<file path="config.mk">
export PLATFORM = sky130hd
export DESIGN_NAME = tick_timer
export DESIGN_NICKNAME = d
export VERILOG_FILES = /design/src/rtl/tmr_pkg.sv /design/src/rtl/tmr_divider.sv /design/src/rtl/tmr_prescaler.sv /design/src/rtl/tmr_count.sv /design/src/rtl/tick_timer.sv
export SDC_FILE = /design/constraint.sdc
export NUM_CORES = 1
export LEC_CHECK = 0
export BUFFER_PORTS_ARGS = -buffer_cell sky130_fd_sc_hd__buf_2
export CAP_MARGIN = 30
export CORE_MARGIN = 10
export CORE_UTILIZATION = 50
export CTS_CLUSTER_DIAMETER = 120
export DETAILED_ROUTE_END_ITERATION = 16
export PLACE_DENSITY = 0.77
export SYNTH_ARGS = -nofsm -noshare
export SYNTH_HDL_FRONTEND = slang
export SYNTH_SLANG_ARGS = --single-unit
</file>
<file path="constraint.sdc">
create_clock -name clk -period 5.6 [get_ports clk]
set_input_delay 0.56 -clock clk [delete_from_list [all_inputs] [get_ports clk]]
set_output_delay 0.56 -clock clk [all_outputs]
set_load 0.03 [all_outputs]
</file>
<file path="src/rtl/tmr_pkg.sv">
package tmr_pkg;
  typedef enum logic [1:0] {
    SEL_DIV  = 2'd0,
    SEL_CNT  = 2'd1,
    SEL_MOD  = 2'd2,
    SEL_CTRL = 2'd3
  } reg_sel_e;

  typedef struct packed {
    logic       run;
    logic [1:0] rate;
  } ctrl_t;
endpackage

</file>
<file path="src/rtl/tmr_divider.sv">
module tmr_divider #(
  parameter int W = 8
) (
  input  logic         clk,
  input  logic         rst_n,
  input  logic         tick_en,
  input  logic         clr,
  output logic [W-1:0] div_q
);
  always_ff @(posedge clk) begin
    if (!rst_n)       div_q <= '0;
    else if (clr)     div_q <= '0;
    else if (tick_en) div_q <= div_q + 1'b1;
  end
endmodule

</file>
<file path="src/rtl/tmr_prescaler.sv">
module tmr_prescaler #(
  parameter int CW   = 10,
  parameter int PER0 = 1024,
  parameter int PER1 = 16,
  parameter int PER2 = 64,
  parameter int PER3 = 256
) (
  input  logic          clk,
  input  logic          rst_n,
  input  logic          tick_en,
  input  logic          run,
  input  logic [1:0]    rate,
  output logic          step,
  output logic [CW-1:0] cnt_q
);
  logic [CW-1:0] lim;

  always_comb begin
    unique case (rate)
      2'd0:    lim = CW'(PER0 - 1);
      2'd1:    lim = CW'(PER1 - 1);
      2'd2:    lim = CW'(PER2 - 1);
      default: lim = CW'(PER3 - 1);
    endcase
  end

  assign step = tick_en && run && (cnt_q >= lim);

  always_ff @(posedge clk) begin
    if (!rst_n)              cnt_q <= '0;
    else if (tick_en && run) cnt_q <= step ? '0 : cnt_q + 1'b1;
  end
endmodule

</file>
<file path="src/rtl/tmr_count.sv">
module tmr_count #(
  parameter int W = 8
) (
  input  logic         clk,
  input  logic         rst_n,
  input  logic         step,
  input  logic         wr_cnt,
  input  logic         wr_mod,
  input  logic [W-1:0] wdata,
  output logic [W-1:0] cnt_q,
  output logic [W-1:0] mod_q,
  output logic         ovf_q
);
  logic at_top;
  assign at_top = (cnt_q == {W{1'b1}});

  always_ff @(posedge clk) begin
    if (!rst_n) begin
      cnt_q <= '0;
      mod_q <= '0;
      ovf_q <= 1'b0;
    end else begin
      ovf_q <= step && !wr_cnt && at_top;
      if (wr_cnt)    cnt_q <= wdata;
      else if (step) cnt_q <= at_top ? mod_q : cnt_q + 1'b1;
      if (wr_mod)    mod_q <= wdata;
    end
  end
endmodule

</file>
<file path="src/rtl/tick_timer.sv">
module tick_timer #(
  parameter int W    = 8,
  parameter int PER0 = 1024,
  parameter int PER1 = 16,
  parameter int PER2 = 64,
  parameter int PER3 = 256
) (
  input  logic         clk,
  input  logic         rst_n,
  input  logic         tick_en,
  input  logic         wr_en,
  input  logic [1:0]   wr_addr,
  input  logic [W-1:0] wr_data,
  input  logic [1:0]   rd_addr,
  output logic [W-1:0] rd_data,
  output logic         irq_pulse
);
  import tmr_pkg::*;

  localparam int PMAX0 = (PER0 > PER1) ? PER0 : PER1;
  localparam int PMAX1 = (PER2 > PER3) ? PER2 : PER3;
  localparam int PMAX  = (PMAX0 > PMAX1) ? PMAX0 : PMAX1;
  localparam int CW    = (PMAX > 2) ? $clog2(PMAX) : 1;

  reg_sel_e      wsel, rsel;
  logic          wr_div, wr_cnt, wr_mod, wr_ctl;
  ctrl_t         ctl_q;
  logic          step;
  logic [CW-1:0] presc_q;
  logic [W-1:0]  div_q, cnt_q, mod_q;

  assign wsel   = reg_sel_e'(wr_addr);
  assign rsel   = reg_sel_e'(rd_addr);
  assign wr_div = wr_en && (wsel == SEL_DIV);
  assign wr_cnt = wr_en && (wsel == SEL_CNT);
  assign wr_mod = wr_en && (wsel == SEL_MOD);
  assign wr_ctl = wr_en && (wsel == SEL_CTRL);

  always_ff @(posedge clk) begin
    if (!rst_n)      ctl_q <= '0;
    else if (wr_ctl) ctl_q <= ctrl_t'(wr_data[2:0]);
  end

  tmr_divider #(.W(W)) u_div (
    .clk(clk), .rst_n(rst_n), .tick_en(tick_en), .clr(wr_div), .div_q(div_q)
  );

  tmr_prescaler #(.CW(CW), .PER0(PER0), .PER1(PER1), .PER2(PER2), .PER3(PER3)) u_pre (
    .clk(clk), .rst_n(rst_n), .tick_en(tick_en), .run(ctl_q.run),
    .rate(ctl_q.rate), .step(step), .cnt_q(presc_q)
  );

  tmr_count #(.W(W)) u_cnt (
    .clk(clk), .rst_n(rst_n), .step(step), .wr_cnt(wr_cnt), .wr_mod(wr_mod),
    .wdata(wr_data), .cnt_q(cnt_q), .mod_q(mod_q), .ovf_q(irq_pulse)
  );

  always_comb begin
    unique case (rsel)
      SEL_DIV:  rd_data = div_q;
      SEL_CNT:  rd_data = cnt_q;
      SEL_MOD:  rd_data = mod_q;
      default:  rd_data = W'(ctl_q);
    endcase
  end
endmodule

</file>
# Word level (Yosys, flattened, before mapping)

Cells that the tools add are included.

Bits in registers: 38
Bits of input ports: 16
Word-level logic and storage cells: 40

Add/sub/neg operators: 3
Order comparisons: 1
Eq/ne operators: 8
Multiplexer cells: 6
Bitwise logic cells: 1
Reduce and logical (&&, ||, !) cells: 14

Operators with widths:

| kind                                          | count |
|---|---|
| one-hot mux 10 bit (3 select lines)           | 1 |
| two-way mux 8 bit                             | 3 |
| one-hot mux 8 bit (3 select lines)            | 1 |
| adder 8 x 1 -> 8 bit, second input constant   | 2 |
| adder 10 x 1 -> 10 bit, second input constant | 1 |
| >= comparator 10 bit                          | 1 |
| two-way mux 10 bit                            | 1 |
| == test 2 bit, second input constant          | 4 |
| == test 8 bit, second input constant          | 1 |
| logical AND 1 bit                             | 8 |
| == test 2 x 1 -> 1 bit, second input constant | 3 |
| zero test 2 bit                               | 3 |
| nonzero test 2 bit                            | 1 |
| OR reduction 2 bit                            | 1 |
| zero test 1 bit                               | 1 |
| NOT 1 bit                                     | 1 |

# Depth between registers and ports, before layout

Word-level depth: 6
Depth in mapped cells: 10
Depth with buffers taken out: 9

# By module

A second synthesis with hierarchy kept.

Cell total of the unflattened synthesis: 241
Area, all modules: 2,165.8 µm²

Modules (own cells, without submodules):

| module        | instances | cells each | area each (µm²) | seq. area each (µm²) |
|---|---|---|---|---|
| tmr_count     | 1         | 96         | 842.1           | 340.3 |
| tmr_prescaler | 1         | 73         | 650.6           | 200.2 |
| tmr_divider   | 1         | 38         | 339.1           | 160.2 |
| tick_timer    | 1         | 34         | 334.1           | 60.1 |

# Least setup slack after synthesis

No wires, ideal clock.

Kind: in2out
Start: in rd_addr[0]
End: out rd_data[3]
Arrival time: 1,741 ps
Data required time: 5,040 ps
Slack: 3,299 ps
Stages on the path: 3
Path through: clkbuf_1 > mux2i_1 > o21ai_0

Cells in the longest elaborated chain, start to end: 2
Elaborated cells on any way between the ends: 4
Classes of those cells: 2 x eq/ne; 1 x mux; 1 x reduce/logical

Ends and longest elaborated chain:

| what                                   | RTL line         | source |
|---|---|---|
| start, declared                        | tick_timer.sv:14 | `input logic [1:0] rd_addr,` |
| == test 2 bit (tied with other cells)  | tick_timer.sv:59 | `unique case (rsel)` |
| one-hot mux 8 bit (3 select lines) (*) | tick_timer.sv:59 |  |
| end, declared                          | tick_timer.sv:15 | `output logic [W-1:0] rd_data,` |

Every way passes the cells marked *; elsewhere a longest branch is shown, timed or not.

# Worst setup path in the final report

Start: reg ctl_q[0] (netlist name)
End: reg u_cnt.cnt_q[1]

Cells in the longest elaborated chain, start to end: 5
Elaborated cells on any way between the ends: 7
Classes of those cells: 1 x order compare; 2 x eq/ne; 1 x mux; 3 x reduce/logical

Ends and longest elaborated chain:

| what                                    | RTL line            | source |
|---|---|---|
| start, declared                         | tick_timer.sv:27    | `ctrl_t ctl_q;` |
| start signal, assigned                  | tick_timer.sv:41    | `else if (wr_ctl) ctl_q <= ctrl_t'(wr_data[2:0]);` |
| == test 2 bit (tied with other cells)   | tmr_prescaler.sv:19 | `unique case (rate)` |
| one-hot mux 10 bit (3 select lines) (*) | tmr_prescaler.sv:19 |  |
| >= comparator 10 bit (*)                | tmr_prescaler.sv:27 | `assign step = tick_en && run && (cnt_q >= lim);` |
| logical AND 1 bit (*)                   | tmr_prescaler.sv:27 |  |
| nonzero test 2 bit (no source line) (*) | --                  |  |
| end signal, assigned                    | tmr_count.sv:24     | `if (wr_cnt) cnt_q <= wdata;` |
| end signal, assigned                    | tmr_count.sv:25     | `else if (step) cnt_q <= at_top ? mod_q : cnt_q + 1'b1;` |
| end, declared                           | tmr_count.sv:10     | `output logic [W-1:0] cnt_q,` |

Marked as above.
A chain may end at the register's enable or synchronous reset.

==> run summary <==
The flow ran to the end, and the final reports show no timing, DRC or antenna violations. The post-synthesis register bit count was 38; the total wirelength of the detailed-routed design was 4847 um. For this configuration, the core starts out at a cell density of 52.85%. Destination of the worst register-to-register timing path: u_cnt.cnt_q[1]. The core area was 4086 sq um; the leakage power of the design was 1.058 nW. Share of synthesized registers carrying an async set or reset: 0%. The tools report the clock insertion delay at the later pin of the skew report as 300 ps. The run gives 23 as the count of standard-cell rows. The final setup violation count is 0, and the count of cells along the worst hold path is 3.

From synthesis to final layout, the design area changed by 9.618%. The number of iterations in the first detailed-routing pass was 4; the count of buffers from port buffering was 24. After detailed routing, the average wire length per cell comes to 15.29 um. The min-delay analysis places its worst path in the category input pin to flip-flop. After synthesis, the netlist uses 42 different library cells. TritonCTS built the clock tree. The worst setup path is launched from a flip-flop.

The endpoint type of the worst setup path is a flip-flop. The tools report the number of sinks handled by clock tree synthesis as 38. The tree is rooted in a clkbuf_8. The tools report the remaining routing DRC violations as 0. The count of routing violations after the opening detailed-route iteration was 139.

The clock passes through at most 2 buffers. The origin of the critical flop-to-flop path is ctl_q[0]. Yosys attributes the largest share of cell area to dfxtp_1, mux2i_1, nor2_1. Across the run, the number of max-cap violations was 0. Synthesis produced 244 cells.

The area of all placed cells without fillers was 2367 sq um; the routed via count was 1821. The clock period minus final worst setup slack is 2555 ps. The repair_antennas step left the layout with diodes totalling 0. Final hold analysis gives a worst-case slack of 464.8 ps. The run gives 1758 as the number of global-route vias before repair.

The initial antenna violation count was 0. For this run, the register share of the synthesized area comes to 35.23%. The average footprint of a synthesized cell is 8.851 sq um. STA puts the critical path data arrival time at 2730 ps. The type of the worst setup path is flip-flop to flip-flop. The synthesized netlist devotes 5.214% of its cell area to adder and majority cells. The logs give 46.72% for the worst-case headroom to the max-slew limit and 0.8666 for the placer congestion estimate. Across the routed clock network, the largest skew measured is 7.916 ps. Counting every net in the synthesized netlist gives 269. Entering global routing, the biggest net connects 16 pins. Dominant combinational cell family by area after synthesis: simple AND/OR/NAND/NOR gates. Setup repair after global routing left no endpoint under its margin.

The number of clock buffers added by TritonCTS is 5. The transition time at the pin with the least slew margin was 795.5 ps; the global-route wire length before repair was 8162 um. Count of hold-fix buffers inserted at cts: 0. The clock transition at the register clock pins on the worst setup and hold paths after CTS came out at 80 ps. For this design the ratio of total power to cell area is 227.4 nW/um^2. The die is 85.72 um wide. During I/O placement, the number of pins put on the boundary was 25.

The cell area reported after detailed placement is 2272 sq um. The highest ir drop seen on vdd is 0.0001260 V. The cell count of the worst reg-to-reg path was 10; the simple-gate area share of the yosys netlist was 22.25%.

Gates resized during post-CTS repair numbered 0. In the final layout, the share of cells above drive strength 1 is 16.48%. The count of nets left with antenna violations once routing finished came out at 0. After global routing the overflow that remains totals 0.

The most used flip-flop cell after synthesis is dfxtp_1. The startpoint identified for the worst hold timing path is wr_data[4]. Number of setup buffers added after CTS: 0.

The data required time of the worst path was 5780 ps; the biggest fanout along the worst timing path was 7. The die covers 7348 sq um. The mux share of post-synthesis cell area is 15.30%, and the number of synthesized flops with an enable pin is 0. The global-route usage over all layers is 13.35%.

For this run, the number of Yosys warnings is 0. Counting the fill cells in the layout gives 390. The count of pins over their slew limit was 0; the area fraction in compound gates after synthesis was 11.24%.

The run gives 291 as the net total in the final layout. Dividing the final minimum period by the clock period gives 45.63%. Cell area after technology mapping: 2160 sq um. For hold timing, the worst endpoint is u_cnt.cnt_q[4]. The H-tree was split into 2 levels.

The height of the die is 85.72 um, and the aggregate negative setup slack is 0 ps. The setup check on the worst reg-to-reg path leaves a slack of 3040 ps. Via count normalized by instance count: 5.744.

The total power was 0.5383 mW; the number of hold-slack violations in the final timing report was 0. The xor/xnor cell area share of the yosys netlist came out at 6.489%. Detailed placement finished with a half-perimeter wire length of 3555 um. The maximum achievable frequency was 391.3 MHz. The largest total area in the synthesized netlist belongs to dfxtp_1. The synthesized design devotes to its leading area cell type 35.23% of total area.
[cell usage in the layout (no fill, tap or decap), drive strengths merged, types with 3 or more instances in the layout]
cell and instances:
dfxtp 38, xnor2 5, buf 25, nand2 32, clkbuf 6, mux4 3
and3 8, nand3 6, xor2 11, a21oi 10, mux2i 24, nand3b 4
nand4 8, o21ai 15, inv 4, ha 9, nor2 33, a31oi 4
[Yosys cell counts (2+ instances only)]
master	number
a21oi_1	9
a31oi_1	4
a41oi_1	2
and3_1	7
buf_2	2
clkbuf_1	5
dfxtp_1	38
ha_1	9
inv_1	4
mux2_2	2
mux2i_1	24
mux4_2	3
nand2_1	32
nand3_1	6
nand3b_1	4
nand4_1	8
nor2_1	33
o21ai_0	13
o21ai_1	2
xnor2_1	5
xor2_1	11
[through the flow]
stage	instances	util (%)	setup WS, ps
2_1_floorplan	244	-	3299
3_3_place_gp	308	55.42	2903
3_5_place_dp	309	55.60	3055
4_1_cts	317	57.93	3057
5_1_grt	317	57.93	2864
6_report	317	57.93	3045
[kinds of logic (layout without fill, tap and decap cells)]
kind of cell	after synthesis	after routing
buffers and inverters	14	37
AOI/OAI and AO/OA	37	37
DFF	38	38
xor gates and xnor gates	16	16
and+or+nand+nor	101	101
adders and majority gates	9	9
muxes	29	29
[report_power, final]
part	switching [mW]	leakage, nW	internal [mW]
clock network	0.105	0.0472	0.0991
registers	0.00908	0.308	0.276
logic	0.0289	0.703	0.0204
[area by class of cell]
cell class | count | area [sq um] | share of cell area [%]
Sequential cell | 38 | 760.7 | 32.14
Clock inverter | 2 | 12.51 | 0.5285
Tap cell | 50 | 62.56 | 2.643
Multi-Input combinational cell | 192 | 1306 | 55.18
Timing Repair Buffer | 25 | 127.6 | 5.391
Clock buffer | 6 | 82.58 | 3.488
Inverter | 4 | 15.01 | 0.6342
[critical path, stage by stage, from the launching register on]
cell	delay (ps)
dfxtp_1	400
inv_1	60
ha_1	190
inv_1	70
ha_1	250
a21oi_1	190
a21oi_1	110
a31oi_1	610
buf_4	280
mux2i_1	180
o21ai_0	100
[flip-flops by register name (all words and copies together), names as in the netlist]
signal,flops
u_pre.cnt_q,10
u_cnt.cnt_q,8
u_cnt.ovf_q,1
u_div.div_q,8
u_cnt.mod_q,8
ctl_q,3
[how the worst max path moves through the flow]
stage | from | end | slack, ps | cells past startpoint
CTS | ctl_q[1] | u_cnt.cnt_q[1] | 3060 | 9
finish | ctl_q[0] | u_cnt.cnt_q[1] | 3040 | 10
global placement | ctl_q[1] | u_cnt.cnt_q[0] | 2900 | 8
global route | ctl_q[1] | u_cnt.cnt_q[1] | 2860 | 9
detailed placement | ctl_q[1] | u_cnt.cnt_q[1] | 3050 | 9
floorplan | rd_addr[0] | rd_data[3] | 3300 | 3
[per-layer routing]
layer | track usage [%] | wire length [um]
met1 | 18.40 | 2475
met2 | 18.80 | 2042
met3 | 4.068 | 277
met5 | 0 | 0
met4 | 5.090 | 51
Power figures use the tool's default switching activity.
